## src/rtl/spi_mf_pkg.sv

```systemverilog
`timescale 1ns/1ps
package spi_mf_pkg;

  typedef enum logic [1:0] {
    A_CFG1 = 2'd0,
    A_CFG2 = 2'd1,
    A_FLAG = 2'd2,
    A_DATA = 2'd3
  } reg_addr_e;

  localparam int C1_EN   = 0;
  localparam int C1_MST  = 1;
  localparam int C1_FDE  = 2;
  localparam int C2_SSD  = 0;
  localparam int C2_DIV0 = 4;

  localparam int FL_RXC = 0;
  localparam int FL_TXE = 1;
  localparam int FL_MF  = 2;

  function automatic logic [7:0] flag_byte(input logic rxc, input logic txe, input logic mf);
    logic [7:0] b;
    b         = 8'h00;
    b[FL_RXC] = rxc;
    b[FL_TXE] = txe;
    b[FL_MF]  = mf;
    return b;
  endfunction

  // number of bus cycles in one shift-clock half period
  function automatic int unsigned half_cycles(input int unsigned div);
    return div + 1;
  endfunction

endpackage

```

## src/rtl/spi_mf_clkdiv.sv

```systemverilog
`timescale 1ns/1ps
module spi_mf_clkdiv #(
  parameter int DIV_W = 4
) (
  input  logic             clk,
  input  logic             rst_n,
  input  logic             run,
  input  logic [DIV_W-1:0] div,
  output logic             tick
);
  logic [DIV_W-1:0] cnt;

  assign tick = run && (cnt == div);

  always_ff @(posedge clk or negedge rst_n) begin
    if (!rst_n)              cnt <= '0;
    else if (!run || tick)   cnt <= '0;
    else                     cnt <= cnt + DIV_W'(1);
  end

  // after a tick the count restarts, so the next tick is div+1 cycles away
  a_r4_restart: assert property (@(posedge clk) disable iff (!rst_n)
    (tick && div != '0) |=> !tick);
endmodule

```

## src/rtl/spi_mf_shifter.sv

```systemverilog
`timescale 1ns/1ps
module spi_mf_shifter #(
  parameter int DW = 8
) (
  input  logic          clk,
  input  logic          rst_n,
  input  logic          en,
  input  logic          master,
  input  logic          half_tick,
  input  logic          abort,
  input  logic          tx_full,
  input  logic [DW-1:0] tx_byte,
  input  logic          ss_s,
  input  logic          sclk_s,
  input  logic          mosi_s,
  input  logic          miso_i,
  output logic          tx_take,
  output logic          rx_done,
  output logic [DW-1:0] rx_byte,
  output logic          busy,
  output logic          sclk_o,
  output logic          mosi_o,
  output logic          miso_o
);
  localparam int CW = $clog2(2 * DW);
  localparam logic [CW-1:0] M_LAST = CW'(2 * DW - 1);
  localparam logic [CW-1:0] S_LAST = CW'(DW - 1);

  logic [DW-1:0] shreg;
  logic          cap;
  logic [CW-1:0] edge_cnt;
  logic          ss_q, sclk_q;
  logic          ss_fall, sclk_rise, sclk_fall;
  logic          m_done, s_done;

  assign ss_fall   = ss_q && !ss_s;
  assign sclk_rise = !sclk_q && sclk_s;
  assign sclk_fall = sclk_q && !sclk_s;

  assign tx_take = en && tx_full && !abort && (master ? !busy : ss_fall);
  assign m_done  = en && master && busy && half_tick && sclk_o && (edge_cnt == M_LAST) && !abort;
  assign s_done  = en && !master && !ss_s && sclk_rise && (edge_cnt == S_LAST);
  assign rx_done = m_done || s_done;
  assign rx_byte = master ? {shreg[DW-2:0], cap} : {shreg[DW-2:0], mosi_s};

  assign mosi_o = shreg[DW-1];
  assign miso_o = shreg[DW-1];

  always_ff @(posedge clk or negedge rst_n) begin
    if (!rst_n) begin
      ss_q   <= 1'b1;
      sclk_q <= 1'b0;
    end else begin
      ss_q   <= ss_s;
      sclk_q <= sclk_s;
    end
  end

  always_ff @(posedge clk or negedge rst_n) begin
    if (!rst_n) begin
      shreg    <= '0;
      cap      <= 1'b0;
      edge_cnt <= '0;
      busy     <= 1'b0;
      sclk_o   <= 1'b0;
    end else if (!en || abort) begin
      busy     <= 1'b0;
      sclk_o   <= 1'b0;
      edge_cnt <= '0;
    end else if (master) begin
      if (tx_take) begin
        shreg    <= tx_byte;
        busy     <= 1'b1;
        sclk_o   <= 1'b0;
        edge_cnt <= '0;
      end else if (busy && half_tick) begin
        edge_cnt <= edge_cnt + CW'(1);
        if (!sclk_o) begin
          sclk_o <= 1'b1;
          cap    <= miso_i;
        end else begin
          sclk_o <= 1'b0;
          shreg  <= {shreg[DW-2:0], cap};
          if (edge_cnt == M_LAST) busy <= 1'b0;
        end
      end
    end else begin
      busy   <= 1'b0;
      sclk_o <= 1'b0;
      if (ss_s) begin
        edge_cnt <= '0;
      end else if (tx_take) begin
        shreg <= tx_byte;
      end else if (sclk_rise) begin
        cap      <= mosi_s;
        edge_cnt <= (edge_cnt == S_LAST) ? '0 : edge_cnt + CW'(1);
      end else if (sclk_fall) begin
        shreg <= {shreg[DW-2:0], cap};
      end
    end
  end

  // an abort ends the transfer and parks the clock low
  a_r7_abort_stops: assert property (@(posedge clk) disable iff (!rst_n)
    abort |=> (!busy && !sclk_o));

  // while a master transfer runs, the shift clock moves only on a divider tick
  a_r4_clock_on_tick: assert property (@(posedge clk) disable iff (!rst_n)
    (en && master && busy && !half_tick && !abort) |=> $stable(sclk_o));

  // a finished master transfer leaves the engine idle
  a_r3_done_idle: assert property (@(posedge clk) disable iff (!rst_n)
    m_done |=> !busy);
endmodule

```

## src/rtl/spi_mf_regs.sv

```systemverilog
`timescale 1ns/1ps
module spi_mf_regs
  import spi_mf_pkg::*;
#(
  parameter int DW    = 8,
  parameter int DIV_W = 4
) (
  input  logic             clk,
  input  logic             rst_n,
  input  logic [1:0]       addr,
  input  logic             wr_en,
  input  logic             rd_en,
  input  logic [DW-1:0]    wdata,
  input  logic             fault,
  input  logic             tx_take,
  input  logic             rx_done,
  input  logic [DW-1:0]    rx_byte,
  output logic [DW-1:0]    rdata,
  output logic             en,
  output logic             master,
  output logic             fault_en,
  output logic             ss_drive,
  output logic [DIV_W-1:0] div,
  output logic             tx_full,
  output logic [DW-1:0]    tx_buf,
  output logic             irq
);
  logic [DW-1:0] rx_data;
  logic          rxc, mf, txe;
  logic          rxc_arm, txe_arm, mf_arm;
  logic          wr_c1, wr_c2, wr_dat, rd_flag, rd_dat;

  assign txe     = !tx_full;
  assign wr_c1   = wr_en && (addr == A_CFG1);
  assign wr_c2   = wr_en && (addr == A_CFG2);
  assign wr_dat  = wr_en && (addr == A_DATA);
  assign rd_flag = rd_en && (addr == A_FLAG);
  assign rd_dat  = rd_en && (addr == A_DATA);
  assign irq     = en && (rxc || txe || mf);

  always_comb begin
    rdata = '0;
    unique case (addr)
      A_CFG1: begin
        rdata[C1_EN]  = en;
        rdata[C1_MST] = master;
        rdata[C1_FDE] = fault_en;
      end
      A_CFG2: begin
        rdata[C2_SSD]          = ss_drive;
        rdata[C2_DIV0 +: DIV_W] = div;
      end
      A_FLAG:  rdata = DW'(flag_byte(rxc, txe, mf));
      default: rdata = rx_data;
    endcase
  end

  always_ff @(posedge clk or negedge rst_n) begin
    if (!rst_n) begin
      en <= 1'b0; master <= 1'b0; fault_en <= 1'b0;
      ss_drive <= 1'b0; div <= '0;
      tx_buf <= '0; tx_full <= 1'b0;
      rx_data <= '0; rxc <= 1'b0; mf <= 1'b0;
      rxc_arm <= 1'b0; txe_arm <= 1'b0; mf_arm <= 1'b0;
    end else begin
      if (wr_c1) begin
        en       <= wdata[C1_EN];
        master   <= wdata[C1_MST];
        fault_en <= wdata[C1_FDE];
      end
      if (fault) master <= 1'b0;
      if (wr_c2) begin
        ss_drive <= wdata[C2_SSD];
        div      <= wdata[C2_DIV0 +: DIV_W];
      end
      if (tx_take) tx_full <= 1'b0;
      else if (wr_dat && txe_arm) begin
        tx_buf  <= wdata;
        tx_full <= 1'b1;
      end
      if (rx_done) begin
        rx_data <= rx_byte;
        rxc     <= 1'b1;
      end else if (rd_dat && rxc_arm) begin
        rxc <= 1'b0;
      end
      if (fault) mf <= 1'b1;
      else if (wr_c1 && mf_arm) mf <= 1'b0;
      if (rd_flag) begin
        rxc_arm <= rxc;
        txe_arm <= txe;
        mf_arm  <= mf;
      end else if (wr_en || rd_en) begin
        rxc_arm <= 1'b0;
        txe_arm <= 1'b0;
        mf_arm  <= 1'b0;
      end
    end
  end

  // a data write without the arming read leaves the buffer alone
  a_r6_unarmed_write: assert property (@(posedge clk) disable iff (!rst_n)
    (wr_dat && !txe_arm) |=> $stable(tx_buf));

  // the armed data read clears the received flag
  a_r5_rxc_clear: assert property (@(posedge clk) disable iff (!rst_n)
    (rd_dat && rxc_arm && !rx_done) |=> !rxc);

  // a fault leaves the flag set and the port demoted
  a_r7_demote: assert property (@(posedge clk) disable iff (!rst_n)
    fault |=> (mf && !master));

  // the fault flag holds until the armed config write
  a_r9_mf_hold: assert property (@(posedge clk) disable iff (!rst_n)
    (mf && !(wr_c1 && mf_arm)) |=> mf);
endmodule

```

## src/rtl/spi_mf_ctrl.sv

```systemverilog
`timescale 1ns/1ps
module spi_mf_ctrl #(
  parameter int DW    = 8,
  parameter int DIV_W = 4
) (
  input  logic          clk,
  input  logic          rst_n,
  input  logic [1:0]    addr,
  input  logic          wr_en,
  input  logic          rd_en,
  input  logic [DW-1:0] wdata,
  output logic [DW-1:0] rdata,
  output logic          irq,
  output logic          sclk_o,
  input  logic          sclk_i,
  output logic          mosi_o,
  input  logic          mosi_i,
  output logic          miso_o,
  input  logic          miso_i,
  output logic          ss_n_o,
  input  logic          ss_n_i
);
  localparam int NSYNC = 3;
  localparam logic [NSYNC-1:0] SYNC_INIT = 3'b100;  // {ss, sclk, mosi}

  logic [NSYNC-1:0] sy1, sy2, sy_in;
  logic             ss_s, sclk_s, mosi_s;
  logic             en, master, fault_en, ss_drive, tx_full, fault;
  logic             tx_take, rx_done, busy, half_tick;
  logic [DIV_W-1:0] div;
  logic [DW-1:0]    tx_buf, rx_byte;

  assign sy_in = {ss_n_i, sclk_i, mosi_i};

  generate
    for (genvar g = 0; g < NSYNC; g++) begin : g_sync
      always_ff @(posedge clk or negedge rst_n) begin
        if (!rst_n) begin
          sy1[g] <= SYNC_INIT[g];
          sy2[g] <= SYNC_INIT[g];
        end else begin
          sy1[g] <= sy_in[g];
          sy2[g] <= sy1[g];
        end
      end
    end
  endgenerate

  assign ss_s   = sy2[2];
  assign sclk_s = sy2[1];
  assign mosi_s = sy2[0];

  assign fault  = en && master && fault_en && !ss_drive && !ss_s;
  assign ss_n_o = !(master && ss_drive && busy);

  spi_mf_regs #(.DW(DW), .DIV_W(DIV_W)) u_regs (
    .clk(clk), .rst_n(rst_n), .addr(addr), .wr_en(wr_en), .rd_en(rd_en),
    .wdata(wdata), .fault(fault), .tx_take(tx_take), .rx_done(rx_done),
    .rx_byte(rx_byte), .rdata(rdata), .en(en), .master(master),
    .fault_en(fault_en), .ss_drive(ss_drive), .div(div), .tx_full(tx_full),
    .tx_buf(tx_buf), .irq(irq)
  );

  spi_mf_clkdiv #(.DIV_W(DIV_W)) u_div (
    .clk(clk), .rst_n(rst_n), .run(en && master && busy), .div(div), .tick(half_tick)
  );

  spi_mf_shifter #(.DW(DW)) u_shift (
    .clk(clk), .rst_n(rst_n), .en(en), .master(master), .half_tick(half_tick),
    .abort(fault), .tx_full(tx_full), .tx_byte(tx_buf), .ss_s(ss_s),
    .sclk_s(sclk_s), .mosi_s(mosi_s), .miso_i(miso_i), .tx_take(tx_take),
    .rx_done(rx_done), .rx_byte(rx_byte), .busy(busy), .sclk_o(sclk_o),
    .mosi_o(mosi_o), .miso_o(miso_o)
  );

  // with select driven, a running master transfer always holds select low
  a_r12_select_low: assert property (@(posedge clk) disable iff (!rst_n)
    (busy && $past(busy) && master && ss_drive) |-> !ss_n_o);
endmodule

```

## config.mk

```make
export PLATFORM = sky130hd
export DESIGN_NAME = spi_mf_ctrl
export DESIGN_NICKNAME = d
export VERILOG_FILES = /design/src/rtl/spi_mf_pkg.sv /design/src/rtl/spi_mf_clkdiv.sv /design/src/rtl/spi_mf_shifter.sv /design/src/rtl/spi_mf_regs.sv /design/src/rtl/spi_mf_ctrl.sv
export SDC_FILE = /design/constraint.sdc
export NUM_CORES = 1
export LEC_CHECK = 0
export ABC_AREA = 1
export BUFFER_PORTS_ARGS = -buffer_cell sky130_fd_sc_hd__buf_4
export CORE_MARGIN = 2
export CORE_UTILIZATION = 28
export CTS_CLUSTER_DIAMETER = 30
export DETAILED_ROUTE_END_ITERATION = 10
export PLACE_DENSITY = 0.5
export SETUP_SLACK_MARGIN = 0.1
export SLEW_MARGIN = 20
export SYNTH_ARGS = -nofsm -noshare
export SYNTH_HDL_FRONTEND = slang
export SYNTH_SLANG_ARGS = --single-unit
```

## constraint.sdc

```tcl
create_clock -name clk -period 2.01 [get_ports clk]
set_input_delay 0 -clock clk [delete_from_list [all_inputs] [get_ports clk]]
set_output_delay 0 -clock clk [all_outputs]
set_load 0.05 [all_outputs]
```

==> summary.md, run 1 <==
| Metric | Value |
|---|---|
| Clk_lat worst skew | around 0.34 ns |
| CP max FO | 10 |
| FILL cells | 987 |
| Top Ports | 31 |
| Power per Cell Area | 1020 nW/µm² |
| Mapped cell area | ~2800 µm² |
| RD Place Congestion | ~0.81 |
| Vias in the first global route | ~2.4k |
| Placed cell area | 3210 µm² |
| Synth warnings | 0 |
| Clk buf depth | 2 |
| Worst-path clk slew | roughly 0.07 ns |
| Vias per inst | roughly 4.5 |
| Worst setup SP type | register |
| Post-DP HPWL | between 4000 and 5000 µm |
| First-pass GRT wire length | between 10000 and 15000 µm |
| Mapped Cells | ~330 |
| Layout area overhead | 32.2% |
| FF+latch count, synth | 57 |
| GRT Util Overall | 0.145 |
| Num Clock Sinks | 57 |
| Worst Hold Path EP | u_regs.txe_arm$_DFFE_PN0P_ |
| Library cells used by synthesis | 31 |
| Initial antenna violation count | 0 |
| Starting Density | 0.285 |
| Data required, critical path | 2.29 ns |
| Sequential-to-total area share from yosys stat | 0.519 |
| Total CTS buffers | 9 |
| DIE WIDTH | 103 µm |
| Net Count, Synth | around 350 |
| Most frequent cells in the layout | nand2_1 (118), dfrtp_1 (54), buf_4 (41), inv_1 (38), nand3_1 (32) |
| PortBufs | 30 |
| Crit. End Element | register |
| Root Driver | clkbuf_8 |
| Die ar. | approximately 11000 µm² |
| Crit path kind | reg -> reg |
| R2R Path Start | u_regs.master$_DFFE_PN0P_ |
| CTS tree | done |
| Pleak | between 0.0015 and 0.002 µW |
| Slew Limit Fails | 0 |
| Crit path DAT | roughly 2.0 ns |
| Worst Min Path Start | addr[0] |
| Flop2flop setup slack | 0.28 ns |
| Via count | approximately 2.4k |
| DR pass1 iterations | 4 |
| DR WL/cell | 13.0 µm |
| ANT nets after route | 0 |
| Fin crit share | 0.862 |
| Max Cap Viol | 0 |
| Hold Path Stages | 4 |
| Reg2reg path depth | 7 |
| RSZ-0062 raised after global routing | no |
| Final number of setup-violating endpoints | 0 |
| Layout cell share with drive strength beyond 1 | 0.213 |
| FMAX | 577 MHz |
| Tmin final | between 1.5 and 2 ns |
| H-tree levels | 3 |
| Setup TNS | 0 ns |
| Fin Clk Skew | around 0.0078 ns |
| Worst slew pin tran | between 0.7 and 0.8 ns |
| Largest net degree at the start of global routing | 58 |
| ANT cells | 0 |
| Die H | roughly 100 µm |
| Final Instance Area | roughly 3600 µm² |
| Drt drc | 0 |
| Commonest non-fill, non-tap cell in the layout | nand2_1 |
| Reg2Reg Capture Point | u_regs.rx_data[6]$_DFFE_PN0P_ |
| Max-slew headroom | 0.502 |
| Peak supply drop | 405 µV |
| Core footprint | slightly below 10000 µm² |
| Status | completed |
| Hold Violations, Final | 0 |
| Avg Inst Size Synth | just over 8 µm² |
| Worst min path class | in -> reg |
| Nets@finish | 418 |
| Drt initial violations | 125 |
| Final global-route overflow total | 0 |
| Post-Route WL | approximately 6900 µm |
| Row count | 36 |
## flip-flops by register name, summed over array words and instances, names as in the netlist, 3 cells and up
name,flops
u_regs.rx_data,8
u_regs.tx_buf,8
u_shift.shreg,8
u_div.cnt,4
u_regs.div,4
u_shift.edge_cnt,4
sy1,3
## power breakdown
group | switching [µW] | internal (µW) | total (µW)
logic | 552 | 324 | 875
registers | 159 | 1350 | 1510
clock network | 481 | 851 | 1330
total | 1190 | 2520 | 3720
## metrics by stage
step	hold slack, ns	power [µW]	std cells	worst slack (ns)	utilization
after floorplan	-0.296	2080	333	0.428	-
after global placement	0.110	2350	502	0.239	0.331
after detailed placement	0.111	2370	502	0.229	0.331
after CTS	0.00278	3740	533	0.213	0.372
after global routing	0.0558	3950	536	0.131	0.376
final	0.0220	3720	536	0.277	0.376
## critical path, stage by stage, from the launching register on
cell and delay, ns:
dfrtp_1 0.43, buf_4 0.20, nor3_1 0.40, nand4_2 0.18
buf_12 0.19, nand2_2 0.14, nand2_1 0.08, nand2_1 0.06
## routing by layer
layer  global-route usage  vias to the layer above  part of all wire
li1                     -                     1206                 -
met1                0.198                     1139              0.48
met2                0.223                       49              0.47
met3               0.0423                        7             0.042
met4               0.0486                        0             0.014
met5                    0                        -                 0
## Yosys cell counts
| master | count | area share |
|---|---|---|
| a21oi_1 | 5 | 0.0091 |
| buf_2 | 2 | 0.0036 |
| buf_4 | 1 | 0.0027 |
| buf_6 | 1 | 0.0041 |
| dfrtp_1 | 54 | 0.49 |
| dfstp_2 | 3 | 0.029 |
| ha_1 | 2 | 0.0091 |
| inv_1 | 38 | 0.052 |
| inv_4 | 1 | 0.0023 |
| nand2_1 | 119 | 0.16 |
| nand2_2 | 5 | 0.011 |
| nand2_8 | 1 | 0.0073 |
| nand3_1 | 32 | 0.058 |
| nand3_2 | 1 | 0.0036 |
| nand3b_1 | 1 | 0.0027 |
| nand3b_2 | 1 | 0.0041 |
| nand4_2 | 1 | 0.0045 |
| nand4_4 | 1 | 0.0077 |
| nor2_1 | 18 | 0.025 |
| nor2_4 | 2 | 0.0082 |
| nor3_1 | 2 | 0.0036 |
| o2111ai_1 | 2 | 0.0064 |
| o211ai_1 | 4 | 0.011 |
| o21ai_0 | 18 | 0.033 |
| o21ai_1 | 2 | 0.0036 |
| o21ai_2 | 8 | 0.025 |
| o22ai_1 | 2 | 0.0045 |
| o31ai_1 | 2 | 0.0054 |
| or2_1 | 1 | 0.0023 |
| xnor2_1 | 1 | 0.0032 |
| xor2_1 | 2 | 0.0064 |
## cell families after synthesis
logic type | count (synthesis) | synth area share
adder cells (fa/ha/maj) | 2 | 0.00908
buffers and inverters | 43 | 0.0645
XOR/XNOR | 3 | 0.00953
AO/OA/AOI/OAI | 43 | 0.0980
AND/OR/NAND/NOR | 185 | 0.300
flip-flops | 57 | 0.519
## worst max-delay path by stage
stage	startpoint	to	cells past startpoint
CTS	ss_s$_DFF_PN1_	u_shift.shreg[7]$_DFFE_PN0P_	8
global placement	ss_s$_DFF_PN1_	u_shift.shreg[7]$_DFFE_PN0P_	8
detailed placement	ss_s$_DFF_PN1_	u_shift.shreg[3]$_DFFE_PN0P_	8
global route	u_regs.master$_DFFE_PN0P_	u_regs.rx_data[3]$_DFFE_PN0P_	7
floorplan	ss_s$_DFF_PN1_	u_shift.edge_cnt[1]$_DFFE_PN0P_	7
finish	u_regs.master$_DFFE_PN0P_	u_regs.rx_data[6]$_DFFE_PN0P_	7
## final cells by class
cell class | instances | area, µm² | area share
Inverter | 39 | 149 | 0.0409
Clock inverter | 6 | 105 | 0.0288
Multi-Input combinational cell | 233 | 1160 | 0.318
Sequential cell | 57 | 1430 | 0.393
Clock buffer | 10 | 138 | 0.0378
Tap cell | 133 | 166 | 0.0457
Timing Repair Buffer | 58 | 498 | 0.137
## timing repair
item / CTS / global route
endpoints found under the hold margin: 76 / 0
resized for setup: 0 / 3
buffers inserted: 0 / 3
setup endpoints to repair: 0 / 11
hold buffers: 15 / 0
No activity file was read; power rests on OpenSTA's default activity.
==> inputs of run 2 (changes only) <==
clock period = 2 ns   (was 2.01 ns; I/O delays follow)
==> summary.md, run 2 (synthesis gave the netlist of run 1 again) <==
| Metric | Value |
|---|---|
| RSZ-0062 raised after global routing | no |
| Crit. End Element | register |
| Die H | ~100 µm |
| Layout cell share with drive strength beyond 1 | 0.213 |
| Metal2 WL | 3140 µm |
| Die ar. | between 10000 and 15000 µm² |
| ANT cells | 0 |
| Fin crit share | 0.858 |
| Max-slew headroom | 0.502 |
| Worst-path clk slew | approximately 0.07 ns |
| Final global-route overflow total | 0 |
| H-tree levels | 3 |
| Core footprint | just under 10000 µm² |
| Clk buf depth | 2 |
| Critical Path Most Common Cell | nand2_1 |
| Initial antenna violation count | 0 |
| Worst min path class | in -> reg |
| Drt initial violations | 101 |
| Power per Cell Area | just under 1000 nW/µm² |
| Hold Violations, Final | 0 |
| Crit path DAT | around 2 ns |
| Worst Min Path Start | addr[0] |
| ANT nets after route | 0 |
| Top Ports | 31 |
| Largest net degree at the start of global routing | between 50 and 60 |
| Root Driver | clkbuf_8 |
| Worst Setup SP | u_regs.master$_DFFE_PN0P_ |
| Final Instance Area | 3610 µm² |
| Hold WS | between 0.02 and 0.03 ns |
| Vias in the first global route | between 2k and 2.5k |
| CTS tree | done |
| Commonest non-fill, non-tap cell in the layout | nand2_1 |
| RD Place Congestion | about 0.81 |
| PortBufs | 30 |
| First-pass GRT wire length | roughly 12000 µm |
| Total CTS buffers | 9 |
| Worst Slack Setup Final | 0.283 ns |
| Num Clock Sinks | 57 |
| DP Worst Slack | approximately 0.23 ns |
| Slew Limit Fails | 0 |
| FMAX | around 580 MHz |
| Clk_lat worst skew | between 0.3 and 0.4 ns |
| CP peak stage delay | roughly 0.42 ns |
| Layout area overhead | 30.9% |
| Post-Route WL | just under 7000 µm |
| M1 WL | ~3400 µm |
| Max Cap Viol | 0 |
| DR WL/cell | 12.9 µm |
| Setup TNS | 0 ns |
| Pleak | about 0.0018 µW |
| Placed cell area | between 3000 and 4000 µm² |
| Starting Density | 0.285 |
| DR pass1 iterations | 4 |
| Worst setup SP type | register |
| Worst slew pin tran | about 0.75 ns |
| R2R Path Start | u_regs.master$_DFFE_PN0P_ |
| Via count | 2378 |
| Reg2reg path depth | 7 |
| Drt drc | 0 |
| Tmin final | 1.72 ns |
| Status | completed |
| Nets@finish | between 400 and 500 |
| Max layer used | met4 |
| Peak supply drop | around 340 µV |
| Vias per inst | between 4 and 5 |
| Most frequent cells in the layout | nand2_1 (118), dfrtp_1 (54), buf_4 (40), inv_1 (38), nand3_1 (32) |
| Data required, critical path | 2.29 ns |
| Hold Path Stages | 4 |
| CP cell instances | buf_4, nor3_1, nand4_2, buf_12, nand2_2, nand2_1, nand2_1 |
| GRT Util Overall | 0.144 |
| Final number of setup-violating endpoints | 0 |
| Critical-path top delay cell | dfrtp_1 |
| CP max FO | 10 |
| DIE WIDTH | between 100 and 150 µm |
| Metal3 WL | about 250 µm |
| Crit path kind | reg -> reg |
| Row count | 36 |
| Fin Clk Skew | 0.00778 ns |
| Biggest regs | u_regs.rx_data (8), u_regs.tx_buf (8), u_shift.shreg (8) |
| Post-DP HPWL | around 5000 µm |
-- run 2: cell types whose count changed in the layout (fill, tap and decap cells not counted), sizes merged --
cell,change
clkinvlp,+1
bufinv,-2
clkinv,+1
-- run 2: metrics by stage --
step	instances	power, µW	utilization
2_1_floorplan	333	2090	-
3_3_place_gp	502	2360	0.331
4_1_cts	533	3490	0.367
3_5_place_dp	502	2380	0.331
5_1_grt	536	3720	0.373
6_report	536	3480	0.373
-- run 2: critical path, delay by kind of cell, from the launching register on --
| family | cells | cell delay [ns] |
|---|---|---|
| buffers and inverters | 2 | 0.38 |
| AND/OR/NAND/NOR | 5 | 0.86 |
| flip-flops | 1 | 0.42 |
-- run 2: per-layer routing --
metal	vias to the layer above	global-route usage
li1	1199	-
met1	1121	0.200
met2	48	0.219
met3	10	0.0349
met4	0	0.0557
met5	-	0
-- run 2: timing repair --
action	CTS	global route
hold buffers	15	0
setup endpoints to repair	0	14
setup buffers	0	3
endpoints found under the hold margin	76	0
gates resized for setup	0	3
-- run 2: worst paths after layout --
| path | to | slack [ns] |
|---|---|---|
| min reg2reg | sclk_s$_DFF_PN0_ | 0.36 |
| max | u_regs.rx_data[6]$_DFFE_PN0P_ | 0.28 |
| min | u_regs.txe_arm$_DFFE_PN0P_ | 0.03 |
| max in group asynchronous | u_regs.master$_DFFE_PN0P_ | 1.24 |
| max reg2reg | u_regs.rx_data[6]$_DFFE_PN0P_ | 0.28 |
| min in group asynchronous | u_regs.rx_data[4]$_DFFE_PN0P_ | 0.25 |
-- run 2: layout make-up --
cell class,count,area [µm²]
fillers,993,6080
flip-flops and latches,57,1430
multi-input cells,233,1160
repair buffers,58,510
well taps,133,166
inverters,39,149
clock buffers,10,138
clock inverters,6,57.6
-- run 2: power breakdown --
part	internal, µW	switching [µW]	total (µW)	leakage (µW)
clock	600	480	1080	0.000102
combinational	332	558	889	0.000969
sequential	1360	157	1510	0.000740
